**config.mk**
```make
export PLATFORM = sky130hd
export DESIGN_NAME = sertx_top
export DESIGN_NICKNAME = d
export VERILOG_FILES = /design/src/rtl/sertx_pkg.sv /design/src/rtl/sertx_baud.sv /design/src/rtl/sertx_shift.sv /design/src/rtl/sertx_top.sv
export SDC_FILE = /design/constraint.sdc
export NUM_CORES = 1
export LEC_CHECK = 0
export BUFFER_PORTS_ARGS = -buffer_cell sky130_fd_sc_hd__buf_2
export CORE_ASPECT_RATIO = 0.75
export CORE_MARGIN = 2
export CORE_UTILIZATION = 46
export DETAILED_ROUTE_END_ITERATION = 16
export PLACE_DENSITY = 0.71
export SETUP_SLACK_MARGIN = 0.05
export SYNTH_ARGS = -nofsm -noshare
export SYNTH_HDL_FRONTEND = slang
export SYNTH_SLANG_ARGS = --single-unit
```
**constraint.sdc**
```tcl
create_clock -name clk -period 3 [get_ports clk]
set_clock_uncertainty 0.05 [all_clocks]
set_input_delay 0.45 -clock clk [delete_from_list [all_inputs] [get_ports clk]]
set_output_delay 0.45 -clock clk [all_outputs]
set_load 0.01 [all_outputs]
```
**src/rtl/sertx_pkg.sv**
```systemverilog
package sertx_pkg;

   localparam logic [1:0] SEL_DATA = 2'd0;
   localparam logic [1:0] SEL_CTRL = 2'd1;
   localparam logic [1:0] SEL_DIV  = 2'd2;

   localparam int CHAR_BITS  = 9;
   localparam int FRAME_BITS = 11;

   typedef struct packed {
      logic loop_en;
      logic tc_ie;
      logic tdre_ie;
      logic brk;
      logic par_odd;
      logic par_en;
      logic nine;
      logic tx_en;
   } ctrl_t;

endpackage

```
**src/rtl/sertx_baud.sv**
```systemverilog
module sertx_baud #(
   parameter int DIV_W = 13
) (
   input  logic             clk,
   input  logic             rst_n,
   input  logic [DIV_W-1:0] div,
   input  logic             restart,
   output logic             tick
);

   logic [DIV_W-1:0] cnt_q;

   assign tick = (div != '0) && (cnt_q == '0);

   always_ff @(posedge clk or negedge rst_n) begin
      if (!rst_n)
         cnt_q <= '0;
      else if (restart)
         cnt_q <= '0;
      else if (tick)
         cnt_q <= div - DIV_W'(1);
      else if (cnt_q != '0)
         cnt_q <= cnt_q - DIV_W'(1);
   end

endmodule

```
**src/rtl/sertx_shift.sv**
```systemverilog
module sertx_shift
   import sertx_pkg::*;
#(
   parameter int OVS_W  = 4,
   parameter bit PAR_ON = 1'b1
) (
   input  logic                 clk,
   input  logic                 rst_n,
   input  logic                 tick,
   input  logic                 enable,
   input  logic                 nine,
   input  logic                 par_en,
   input  logic                 par_odd,
   input  logic                 brk,
   input  logic                 pend,
   input  logic [CHAR_BITS-1:0] pend_data,
   output logic                 take,
   output logic                 busy,
   output logic                 line
);

   localparam int OVS = 1 << OVS_W;

   logic [FRAME_BITS-1:0] sh_q;
   logic [FRAME_BITS-1:0] frame;
   logic [3:0]            bcnt_q;
   logic [OVS_W-1:0]      sub_q;
   logic                  busy_q;
   logic [3:0]            last_idx;
   logic                  bit_end, frame_end, start_ok;
   logic                  par_bit, par_use;
   logic [7:0]            pmask;

   assign pmask = nine ? 8'hFF : 8'h7F;

   generate
      if (PAR_ON) begin : g_par
         assign par_bit = (^(pend_data[7:0] & pmask)) ^ par_odd;
         assign par_use = par_en;
      end else begin : g_nopar
         assign par_bit = 1'b0;
         assign par_use = 1'b0;
      end
   endgenerate

   assign last_idx  = nine ? 4'd10 : 4'd9;
   assign bit_end   = busy_q && tick && (sub_q == OVS_W'(OVS - 1));
   assign frame_end = bit_end && (bcnt_q == last_idx);
   assign start_ok  = enable && tick && (brk || pend) && (!busy_q || frame_end);
   assign take      = start_ok && !brk;

   always_comb begin
      frame    = '1;
      frame[0] = 1'b0;
      for (int i = 0; i < CHAR_BITS; i++) begin
         if (i < 8 || nine)
            frame[1+i] = pend_data[i];
      end
      if (par_use)
         frame[last_idx - 4'd1] = par_bit;
      if (brk) begin
         for (int i = 0; i < FRAME_BITS; i++) begin
            if (4'(i) <= last_idx)
               frame[i] = 1'b0;
         end
      end
   end

   always_ff @(posedge clk or negedge rst_n) begin
      if (!rst_n) begin
         sh_q   <= '1;
         bcnt_q <= '0;
         sub_q  <= '0;
         busy_q <= 1'b0;
      end else if (!enable) begin
         sh_q   <= '1;
         bcnt_q <= '0;
         sub_q  <= '0;
         busy_q <= 1'b0;
      end else if (start_ok) begin
         sh_q   <= frame;
         bcnt_q <= '0;
         sub_q  <= '0;
         busy_q <= 1'b1;
      end else if (frame_end) begin
         sh_q   <= '1;
         busy_q <= 1'b0;
      end else if (bit_end) begin
         sh_q   <= {1'b1, sh_q[FRAME_BITS-1:1]};
         bcnt_q <= bcnt_q + 4'd1;
         sub_q  <= '0;
      end else if (busy_q && tick) begin
         sub_q  <= sub_q + OVS_W'(1);
      end
   end

   assign busy = busy_q;
   assign line = busy_q ? sh_q[0] : 1'b1;

endmodule

```
**src/rtl/sertx_top.sv**
```systemverilog
module sertx_top
   import sertx_pkg::*;
#(
   parameter int DIV_W   = 13,
   parameter int WR_W    = 13,
   parameter int OVS_W   = 4,
   parameter int RST_DIV = 52,
   parameter bit PAR_ON  = 1'b1
) (
   input  logic            clk,
   input  logic            rst_n,
   input  logic            wr_en,
   input  logic [1:0]      wr_sel,
   input  logic [WR_W-1:0] wr_data,
   output logic            txd,
   output logic            loop_out,
   output logic            tdre,
   output logic            tc,
   output logic            irq_tdre,
   output logic            irq_tc
);

   generate
      if (DIV_W < 2 || DIV_W > 16) begin : g_bad_div
         $error("sertx_top: DIV_W must lie in 2..16");
      end
      if (WR_W < DIV_W || WR_W < CHAR_BITS) begin : g_bad_wr
         $error("sertx_top: WR_W too narrow for divisor or character");
      end
      if (OVS_W < 1 || OVS_W > 6) begin : g_bad_ovs
         $error("sertx_top: OVS_W must lie in 1..6");
      end
   endgenerate

   ctrl_t                ctrl_q;
   logic [DIV_W-1:0]     div_q;
   logic [CHAR_BITS-1:0] buf_q;
   logic                 full_q;
   logic                 wr_dat, wr_ctl, wr_div;
   logic                 tick, take, busy, line;

   assign wr_dat = wr_en && (wr_sel == SEL_DATA);
   assign wr_ctl = wr_en && (wr_sel == SEL_CTRL);
   assign wr_div = wr_en && (wr_sel == SEL_DIV);

   always_ff @(posedge clk or negedge rst_n) begin
      if (!rst_n) begin
         ctrl_q <= '0;
         div_q  <= DIV_W'(RST_DIV);
         buf_q  <= '0;
         full_q <= 1'b0;
      end else begin
         if (wr_ctl)
            ctrl_q <= ctrl_t'(wr_data[7:0]);
         if (wr_div)
            div_q <= wr_data[DIV_W-1:0];
         if (wr_dat) begin
            buf_q  <= wr_data[CHAR_BITS-1:0];
            full_q <= 1'b1;
         end else if (take) begin
            full_q <= 1'b0;
         end
      end
   end

   sertx_baud #(.DIV_W(DIV_W)) u_baud (
      .clk     (clk),
      .rst_n   (rst_n),
      .div     (div_q),
      .restart (wr_div),
      .tick    (tick)
   );

   sertx_shift #(.OVS_W(OVS_W), .PAR_ON(PAR_ON)) u_shift (
      .clk       (clk),
      .rst_n     (rst_n),
      .tick      (tick),
      .enable    (ctrl_q.tx_en),
      .nine      (ctrl_q.nine),
      .par_en    (ctrl_q.par_en),
      .par_odd   (ctrl_q.par_odd),
      .brk       (ctrl_q.brk),
      .pend      (full_q),
      .pend_data (buf_q),
      .take      (take),
      .busy      (busy),
      .line      (line)
   );

   assign loop_out = line;
   assign txd      = ctrl_q.loop_en ? 1'b1 : line;
   assign tdre     = !full_q;
   assign tc       = !full_q && !busy && !(ctrl_q.brk && ctrl_q.tx_en);
   assign irq_tdre = tdre && ctrl_q.tdre_ie;
   assign irq_tc   = tc && ctrl_q.tc_ie;

endmodule

```
==> metrics.md, run 1 <==
| Metric | Value |
|---|---|
| Clock slew at the register clock pins of the worst setup and hold paths | 0.08 ns |
| Syn Std Cell Area | 3380 µm² |
| Vias in the first global route | 2463 |
| Antenna fix cells | 0 |
| Critical Path End Type | register |
| H-Tree Depth | 3 |
| Clk_lat worst skew | 0.35 ns |
| Critical path startpoint category | register |
| Layout area overhead | 14.6% |
| Clock sinks | 64 |
| WL/cell | 16.1 µm |
| Endpoints failing hold | 0 |
| Num ports | 24 |
| Worst setup path start | u_baud.cnt_q[8]$_DFFE_PN0P_ |
| Gpl congestion | 0.903 |
| RSZ-0062 raised after global routing | false |
| Peak supply drop | 0.438 mV |
| Final setup vio count | 0 |
| CP Class | reg2reg |
| Detailed Route Iter0 Violations | 171 |
| Post-synth EDFFs | 0 |
| Final worst-path cycle share | 90.9% |
| Root buffer cell | clkbuf_8 |
| Via count | 2647 |
| Cell area power density | 737 nW/µm² |
| Hold Crit Class | in2async |
| Async S/R FF share, synth | 100% |
| Max-Cap Viols | 0 |
| Mapped Cells | 327 |
| Top-count cell post-synth | dfrtp_1 |
| Crit path DAT | 2.96 ns |
| CTS tree | yes |
| Layout cell share with drive strength beyond 1 | 29.9% |
| Detailed placement HPWL | 5.49 mm |
| Die ar. | 8060 µm² |
| Total congestion overflow | 0 |
| Synthesized area per cell | 10.3 µm² |
| Top cell type by total area after synthesis | dfrtp_1 |
| Seq/Total Area, Yosys | 47.9% |
| DR vias/cell | 5.68 |
| Final nets | 381 |
| Status | finished clean |
| Starting Density | 46.8% |
| Core area | 7230 µm² |
| Setup tns final | 0 ns |
| Largest net degree at the start of global routing | 36 |
| Leakage power | 1.60 nW |
| DRT antenna net count | 0 |
| Drt drc | 0 |
| Synth cell types | 59 |
| F_max | 367 MHz |
| TritonCTS buffer count | 9 |
| Die width | 103 µm |
| Max FO, Critical Path | 12 |
| Synth top cells by count | dfrtp_1 (50), nor2_1 (32), mux2_2 (29) |
| Tmin final | 2.73 ns |
| Die height | 78.3 µm |
| Syn Nets | 348 |
| Row count | 27 |
| First-pass GRT wire length | 12.6 mm |
| Slew @ Worst Pin | 0.817 ns |
| Relative slew margins | 45.1% |
| Port Buf Inserts | 23 |
| Hold-fix buffer count after cts | 0 |
| Worst EP required | 3.23 ns |
| Seq cells post-synth | 64 |
| Bufs on Longest Clock Path | 2 |
| RR Startpoint | u_baud.cnt_q[8]$_DFFE_PN0P_ |
| Most common flop cell mapped by yosys | dfrtp_1 |
| DRT Wirelength | 7.52 mm |
| Pwr Total | 2.86 mW |
| Drt first pass iters | 5 |
| Slew Limit Fails | 0 |
| YS warnings | 0 |
| Setup Buffers After CTS | 0 |
| Initial antenna violation count | 0 |
| GR Util All Layers | 20.5% |
| Synth area leaders | dfrtp_1 (37%), dfstp_2 (11%), mux2_2 (9.7%) |
| Post-synth top area share | 37.0% |
area by class of cell:
class | count | area (µm²)
Fill cell | 653 | 3350
Sequential cell | 64 | 1620
Clock buffer | 11 | 141
Multi-Input combinational cell | 247 | 1700
Clock inverter | 5 | 80.1
Inverter | 4 | 15.0
Tap cell | 101 | 126
Timing Repair Buffer | 34 | 198
final timing paths:
kind | end | slack (ns) | cells past startpoint
worst max register to register | u_baud.cnt_q[11]$_DFFE_PN0P_ | 0.27 | 7
max in group asynchronous | div_q[5]$_DFFE_PN1P_ | 1.99 | 2
worst min register to register | u_baud.cnt_q[0]$_DFFE_PN0P_ | 0.43 | 1
worst min-delay path | u_baud.cnt_q[1]$_DFFE_PN0P_ | 0.12 | 1
worst max-delay path | u_baud.cnt_q[11]$_DFFE_PN0P_ | 0.27 | 7
min in group clk | div_q[11]$_DFFE_PN0P_ | 0.28 | 2
cells by family after synthesis:
group           after synthesis  synth area share (%)
flops                        64                  47.9
simple gates                117                  18.2
xor+xnor                     16                  4.14
mux                          34                  11.2
fa+ha+maj                     3                  1.11
buf+inv                      16                  2.18
compound gates               77                  15.3
metrics by stage:
stage / util [%] / setup slack, ns / hold WS [ns] / cells / instance area, µm²
6_report: 53.6 / 0.274 / 0.123 / 466 / 3880
5_1_grt: 53.6 / 0.0675 / 0.169 / 466 / 3880
4_1_cts: 53.5 / 0.192 / 0.140 / 466 / 3870
3_5_place_dp: 50.4 / 0.204 / 0.420 / 450 / 3650
3_3_place_gp: 50.4 / 0.275 / 0.421 / 450 / 3650
2_1_floorplan: - / 0.117 / 0.104 / 327 / 3380
worst max-delay path, cell delays in order, from the launching register on:
cell and delay (ns):
dfrtp_1 0.42, nor4_1 0.53, and4_1 0.35, buf_4 0.21
o21a_1 0.46, o21ai_0 0.26, a211o_1 0.31, nand2_1 0.06
power by group:
part	leakage (nW)	internal (mW)	switching [mW]
combinational	0.727	0.366	0.426
clock	0.106	0.489	0.340
sequential	0.767	1.04	0.194
placed cells by master, fill, tap and decap left out, types with 11 or more instances in the layout:
master	synthesis	layout
o21ai_0	19	19
nor3_1	14	14
nor2_1	32	31
buf_4	1	11
dfstp_2	14	14
dfrtp_1	50	49
buf_2	2	23
mux2_2	29	29
a21oi_1	16	16
nand2_1	21	21
repair_timing:
action,in CTS,in global routing
endpoints found under the setup margin,0,3
hold endpoints to repair,0,0
gates resized for setup,0,3
routing by layer:
layer	vias up	wire length, µm	GRT usage [%]
li1	1269	-	-
met1	1297	3670	30.3
met2	74	3320	29.6
met3	7	462	6.23
met4	0	68	4.87
met5	-	0	0
state kept, by name, indices dropped and copies added, names as in the netlist:
register        flops
buf_q               9
ctrl_q              8
div_q              13
full_q              1
u_baud.cnt_q       13
u_shift.bcnt_q      4
u_shift.busy        1
u_shift.sh_q       11
u_shift.sub_q       4
Power figures use the tool's default switching activity.
==> run 2, diff against run 1 <==
--- a/config.mk
+++ b/config.mk
@@ -10,6 +10,7 @@
 export CORE_MARGIN = 2
 export CORE_UTILIZATION = 46
 export DETAILED_ROUTE_END_ITERATION = 16
+export MAX_ROUTING_LAYER = met4
 export PLACE_DENSITY = 0.71
 export SETUP_SLACK_MARGIN = 0.05
 export SYNTH_ARGS = -nofsm -noshare
==> constraint.sdc (replaced) <==
create_clock -name clk -period 2.4 [get_ports clk]
set_clock_uncertainty 0.05 [all_clocks]
set_input_delay 0.36 -clock clk [delete_from_list [all_inputs] [get_ports clk]]
set_output_delay 0.36 -clock clk [all_outputs]
set_load 0.01 [all_outputs]
==> metrics.md, run 2 (same netlist as run 1, synthesis figures left out) <==
| Metric | Value |
|---|---|
| Status | complete, but fails checks |
| Failing checks | setup timing |
| F_max | 415 MHz |
| Commonest cells after routing, fill and taps aside | dfrtp_1 (50), buf_4 (48), nor2_1 (29), mux2_2 (29), buf_2 (23) |
| Drt drc | 0 |
| Bufs on Longest Clock Path | 2 |
| Slew @ Worst Pin | 0.741 ns |
| DRT Wirelength | 8.33 mm |
| CP Class | reg2reg |
| Tmin final | 2.41 ns |
| Drt first pass iters | 5 |
| Detailed Route Iter0 Violations | 170 |
| Slew Limit Fails | 0 |
| Worst EP required | 2.59 ns |
| Largest net degree at the start of global routing | 27 |
| Vias in the first global route | 2669 |
| Port Buf Inserts | 23 |
| Gpl congestion | 0.906 |
| Final Util | 59.7% |
| TritonCTS buffer count | 9 |
| Detailed placement HPWL | 5.99 mm |
| Antenna fix cells | 0 |
| Clock slew at the register clock pins of the worst setup and hold paths | 0.08 ns |
| Clock sinks | 64 |
| Hold Crit Class | in2reg |
| First-pass GRT wire length | 13.5 mm |
| Cell area power density | 917 nW/µm² |
| Initial antenna violation count | 0 |
| Endpoints failing hold | 0 |
| Root buffer cell | clkbuf_8 |
| DR vias/cell | 5.69 |
| Total congestion overflow | 0 |
| Die height | 78.3 µm |
| Final instance area | 4320 µm² |
| Leakage power | 1.84 nW |
| CTS tree | yes |
| Setup tns final | -0.00987 ns |
| H-Tree Depth | 3 |
| Final nets | 422 |
| Setup ws final | -0.00987 ns |
| RSZ-0062 raised after global routing | true |
| Final worst-path cycle share | 100% |
| FILL cells | 616 |
| Worst Hold Path Cells | 2 |
| Peak supply drop | 0.460 mV |
| Max FO, Critical Path | 5 |
| Max-Cap Viols | 0 |
| Die width | 103 µm |
| Register area | 1620 µm² |
| Final setup vio count | 1 |
| Worst hold margin | 0.189 ns |
| Row count | 27 |
| Commonest non-fill, non-tap cell in the layout | dfrtp_1 |
| Placed cell areas | 3960 µm² |
| Clk_lat worst skew | 0.35 ns |
| DRT antenna net count | 0 |
| Pre-CTS setup slack | -0.0559 ns |
| GR Util All Layers | 22.7% |
| Via count | 2885 |
| Core area | 7230 µm² |
| Fin cells | 507 |
| Num ports | 24 |
| Crit path DAT | 2.60 ns |
| Layout cell share with drive strength beyond 1 | 41.9% |
| Critical Path End Type | register |
| Starting Density | 46.8% |
| Placed insts | 484 |
| Layout area overhead | 27.6% |
| Relative slew margins | 50.2% |
| Pwr Total | 3.96 mW |
| Cells on worst reg2reg path | 10 |
| Multi-input combinational cell area | 1820 µm² |
| Die ar. | 8060 µm² |
| Critical path startpoint category | register |
| WL/cell | 16.4 µm |
| Biggest registers after layout | div_q x13, u_baud.cnt_q x13, u_shift.sh_q x11 |
==> run 2: final timing paths <==
check | start | slack (ns) | end
max reg2reg | u_baud.cnt_q[11]$_DFFE_PN0P_ | -0.01 | u_baud.cnt_q[10]$_DFFE_PN0P_
min in group asynchronous | rst_n | 0.48 | u_shift.sub_q[2]$_DFFE_PN0P_
min | wr_data[10] | 0.19 | div_q[10]$_DFFE_PN0P_
max in group asynchronous | rst_n | 1.07 | u_shift.sh_q[7]$_DFFE_PN1P_
min reg2reg | u_shift.sh_q[1]$_DFFE_PN1P_ | 0.45 | u_shift.sh_q[1]$_DFFE_PN1P_
max | u_baud.cnt_q[11]$_DFFE_PN0P_ | -0.01 | u_baud.cnt_q[10]$_DFFE_PN0P_
==> run 2: area by class of cell <==
| class | count | area share [%] |
|---|---|---|
| well taps | 101 | 2.93 |
| flip-flops and latches | 64 | 37.5 |
| inverters | 4 | 0.348 |
| clock buffers | 9 | 2.87 |
| clock inverters | 7 | 1.83 |
| multi-input cells | 247 | 42.3 |
| repair buffers | 75 | 12.2 |
==> run 2: layer usage <==
metal / vias to the layer above / wire length, µm / global-route usage (%)
li1: 1343 / - / -
met2: 92 / 3630 / 30.2
met4: 0 / 117 / 6.97
met3: 10 / 481 / 5.25
met5: - / 0 / -
met1: 1440 / 4100 / 34.2
==> run 2: timing repair <==
item                                    in CTS  in global routing
resized for setup                            8                 17
pin swaps                                    6                  7
endpoints found under the hold margin       23                  0
hold buffers                                 1                  0
cloned                                       0                  0
buffers inserted                             2                  4
endpoints found under the setup margin      15                 26
==> run 2: report_power, final <==
part           internal (mW)  switching (mW)  leakage (nW)
Sequential              1.30           0.198         0.769
Clock                  0.488           0.470        0.0925
Combinational          0.764           0.738         0.975
==> run 2: critical path, stage by stage, from the launching register on <==
cell	delay, ns
dfrtp_1	0.40
nor4_2	0.07
and4_4	0.21
a21oi_2	0.13
ha_2	0.18
or3b_4	0.40
nor2_4	0.11
nand4_1	0.12
mux2i_2	0.21
nand3_1	0.11
mux2_4	0.30
==> run 3, diff against run 2 <==
--- a/config.mk
+++ b/config.mk
@@ -7,7 +7,7 @@
 export LEC_CHECK = 0
 export BUFFER_PORTS_ARGS = -buffer_cell sky130_fd_sc_hd__buf_2
 export CORE_ASPECT_RATIO = 0.75
-export CORE_MARGIN = 2
+export CORE_MARGIN = 3
 export CORE_UTILIZATION = 46
 export DETAILED_ROUTE_END_ITERATION = 16
 export MAX_ROUTING_LAYER = met4
==> metrics.md, run 3 (same netlist as run 1, synthesis figures left out) <==
| Metric | Value |
|---|---|
| Drt first pass iters | 4 |
| Peak supply drop | 0.480 mV |
| F_max | 397 MHz |
| Slew Limit Fails | 0 |
| Switch share | 34.6% |
| Biggest registers after layout | div_q x13, u_baud.cnt_q x13, u_shift.sh_q x11 |
| Endpoints failing hold | 0 |
| NetSw | 1.42 mW |
| Detailed Route Iter0 Violations | 199 |
| Clk_lat worst skew | 0.35 ns |
| Part of the power in registers | 36.7% |
| Max FO, Critical Path | 4 |
| Setup tns final | -0.157 ns |
| Cell area power density | 923 nW/µm² |
| H-Tree Depth | 3 |
| DRT Wirelength | 9.08 mm |
| Max-Cap Viols | 0 |
| Final instance area | 4440 µm² |
| Num ports | 24 |
| Combinational share of power | 38.6% |
| Port Buf Inserts | 23 |
| Detailed placement HPWL | 6.21 mm |
| Crit path DAT | 2.69 ns |
| DR vias/cell | 5.69 |
| Die width | 105 µm |
| WL/cell | 17.9 µm |
| CTS tree | yes |
| RSZ-0062 raised after global routing | true |
| Starting Density | 48.6% |
| Die height | 80.3 µm |
| Setup slack, reg-to-reg | -0.12 ns |
| Bufs on Longest Clock Path | 2 |
| Layout area overhead | 31.2% |
| Setup ws final | -0.117 ns |
| Hold Crit Class | in2reg |
| Antenna fix cells | 0 |
| Largest net degree at the start of global routing | 26 |
| Worst hold margin | 0.203 ns |
| Layout cell share with drive strength beyond 1 | 43.7% |
| First-pass GRT wire length | 14.4 mm |
| Commonest non-fill, non-tap cell in the layout | dfrtp_1 |
| Die ar. | 8430 µm² |
| Final nets | 426 |
| Critical path startpoint category | register |
| Slew @ Worst Pin | 0.701 ns |
| Clock sinks | 64 |
| Gpl congestion | 0.957 |
| Via count | 2890 |
| Slowest cell on the critical path | dfrtp_1 |
| Final setup vio count | 3 |
| Critical path cell sequence | nor4_4 -> and4_4 -> a21oi_2 -> ha_2 -> or3b_4 -> nor2_4 -> nand4_1 -> mux2i_2 -> nand3_1 -> mux2_4 |
| CP peak stage delay | 0.41 ns |
| Status | complete, but fails checks |
| Clock slew at the register clock pins of the worst setup and hold paths | 0.07 ns |
| Internal | 2.68 mW |
| Row count | 26 |
| Tmin final | 2.52 ns |
| Worst EP required | 2.57 ns |
| Core area | 6960 µm² |
| Placed cell areas | 3920 µm² |
| TritonCTS buffer count | 9 |
| Drt drc | 0 |
| Failing checks | setup timing |
| Final worst-path cycle share | 105% |
| Clock power share | 24.7% |
| Root buffer cell | clkbuf_8 |
| DRT antenna net count | 0 |
| CP Class | reg2reg |
| Leakage power | 1.89 nW |
| Vias in the first global route | 2796 |
| Relative slew margins | 53.1% |
| GR Util All Layers | 22.6% |
| Commonest cells after routing, fill and taps aside | dfrtp_1 (50), buf_4 (47), mux2_2 (29), nor2_1 (28), buf_2 (23) |
| Critical Path End Type | register |
| Initial antenna violation count | 0 |
| Total congestion overflow | 0 |
| Pre-CTS setup slack | -0.150 ns |
run 3: cell types whose count changed in the layout (fill, tap and decap cells not counted), moves of 2 or more:
cell / delta
nor3_1: -3
nor3_2: +3
buf_6: +2
buf_8: +2
clkinv_2: +2
inv_6: -2
o21ai_0: -2
run 3: timing repair:
action | in CTS | in global routing
setup buffers | 5 | 7
endpoints found under the hold margin | 17 | 0
pin swaps | 7 | 11
hold buffers | 1 | 0
cloned | 0 | 2
endpoints found under the setup margin | 15 | 28
gates resized for setup | 6 | 36
run 3: power groups by stage:
stage	Clock (mW)	Combinational [mW]	Sequential, mW
floorplan	0	0.838	1.48
global placement	0	1.33	1.49
detailed placement	0	1.37	1.50
CTS	1.04	1.41	1.48
global route	1.08	1.72	1.53
finish	1.01	1.58	1.50
run 3: worst paths after layout:
path                                             startpoint                           end  cells after the start
min in group asynchronous                             rst_n          div_q[6]$_DFFE_PN0P_                      2
worst min-delay path                            wr_data[12]         div_q[12]$_DFFE_PN0P_                      2
worst max-delay path            u_baud.cnt_q[6]$_DFFE_PN0P_  u_baud.cnt_q[10]$_DFFE_PN0P_                     10
worst min register to register        ctrl_q[6]$_DFFE_PN0P_         ctrl_q[6]$_DFFE_PN0P_                      1
max in group asynchronous                             rst_n          div_q[2]$_DFFE_PN1P_                      3
worst max register to register  u_baud.cnt_q[6]$_DFFE_PN0P_  u_baud.cnt_q[10]$_DFFE_PN0P_                     10
run 3: per-layer routing:
metal  global-route usage (%)  share of wire [%]
met5                        -                  0
met4                     6.29                1.2
met3                     5.54                6.7
met2                     32.3                 45
met1                     32.1                 47
run 3: metrics by stage:
step	power, mW	util [%]	std cells
finish	4.10	63.7	508
global route	4.34	63.7	508
CTS	3.93	60.3	499
detailed placement	2.86	56.3	478
global placement	2.82	56.3	478
floorplan	2.31	-	327
run 3: area by class of cell:
cell class | instances | area (µm²)
Clock buffer | 10 | 128
Clock inverter | 6 | 85.1
Fill cell | 578 | 2520
Inverter | 4 | 15.0
Multi-Input combinational cell | 247 | 1870
Sequential cell | 64 | 1620
Tap cell | 98 | 123
Timing Repair Buffer | 79 | 598
run 3: critical path, delay by kind of cell, from the launching register on:
family	cells	cell delay [ns]
AOI/OAI and AO/OA	1	0.15
adders and majority gates	1	0.19
DFF	1	0.41
and+or+nand+nor	6	1.08
muxes	2	0.53
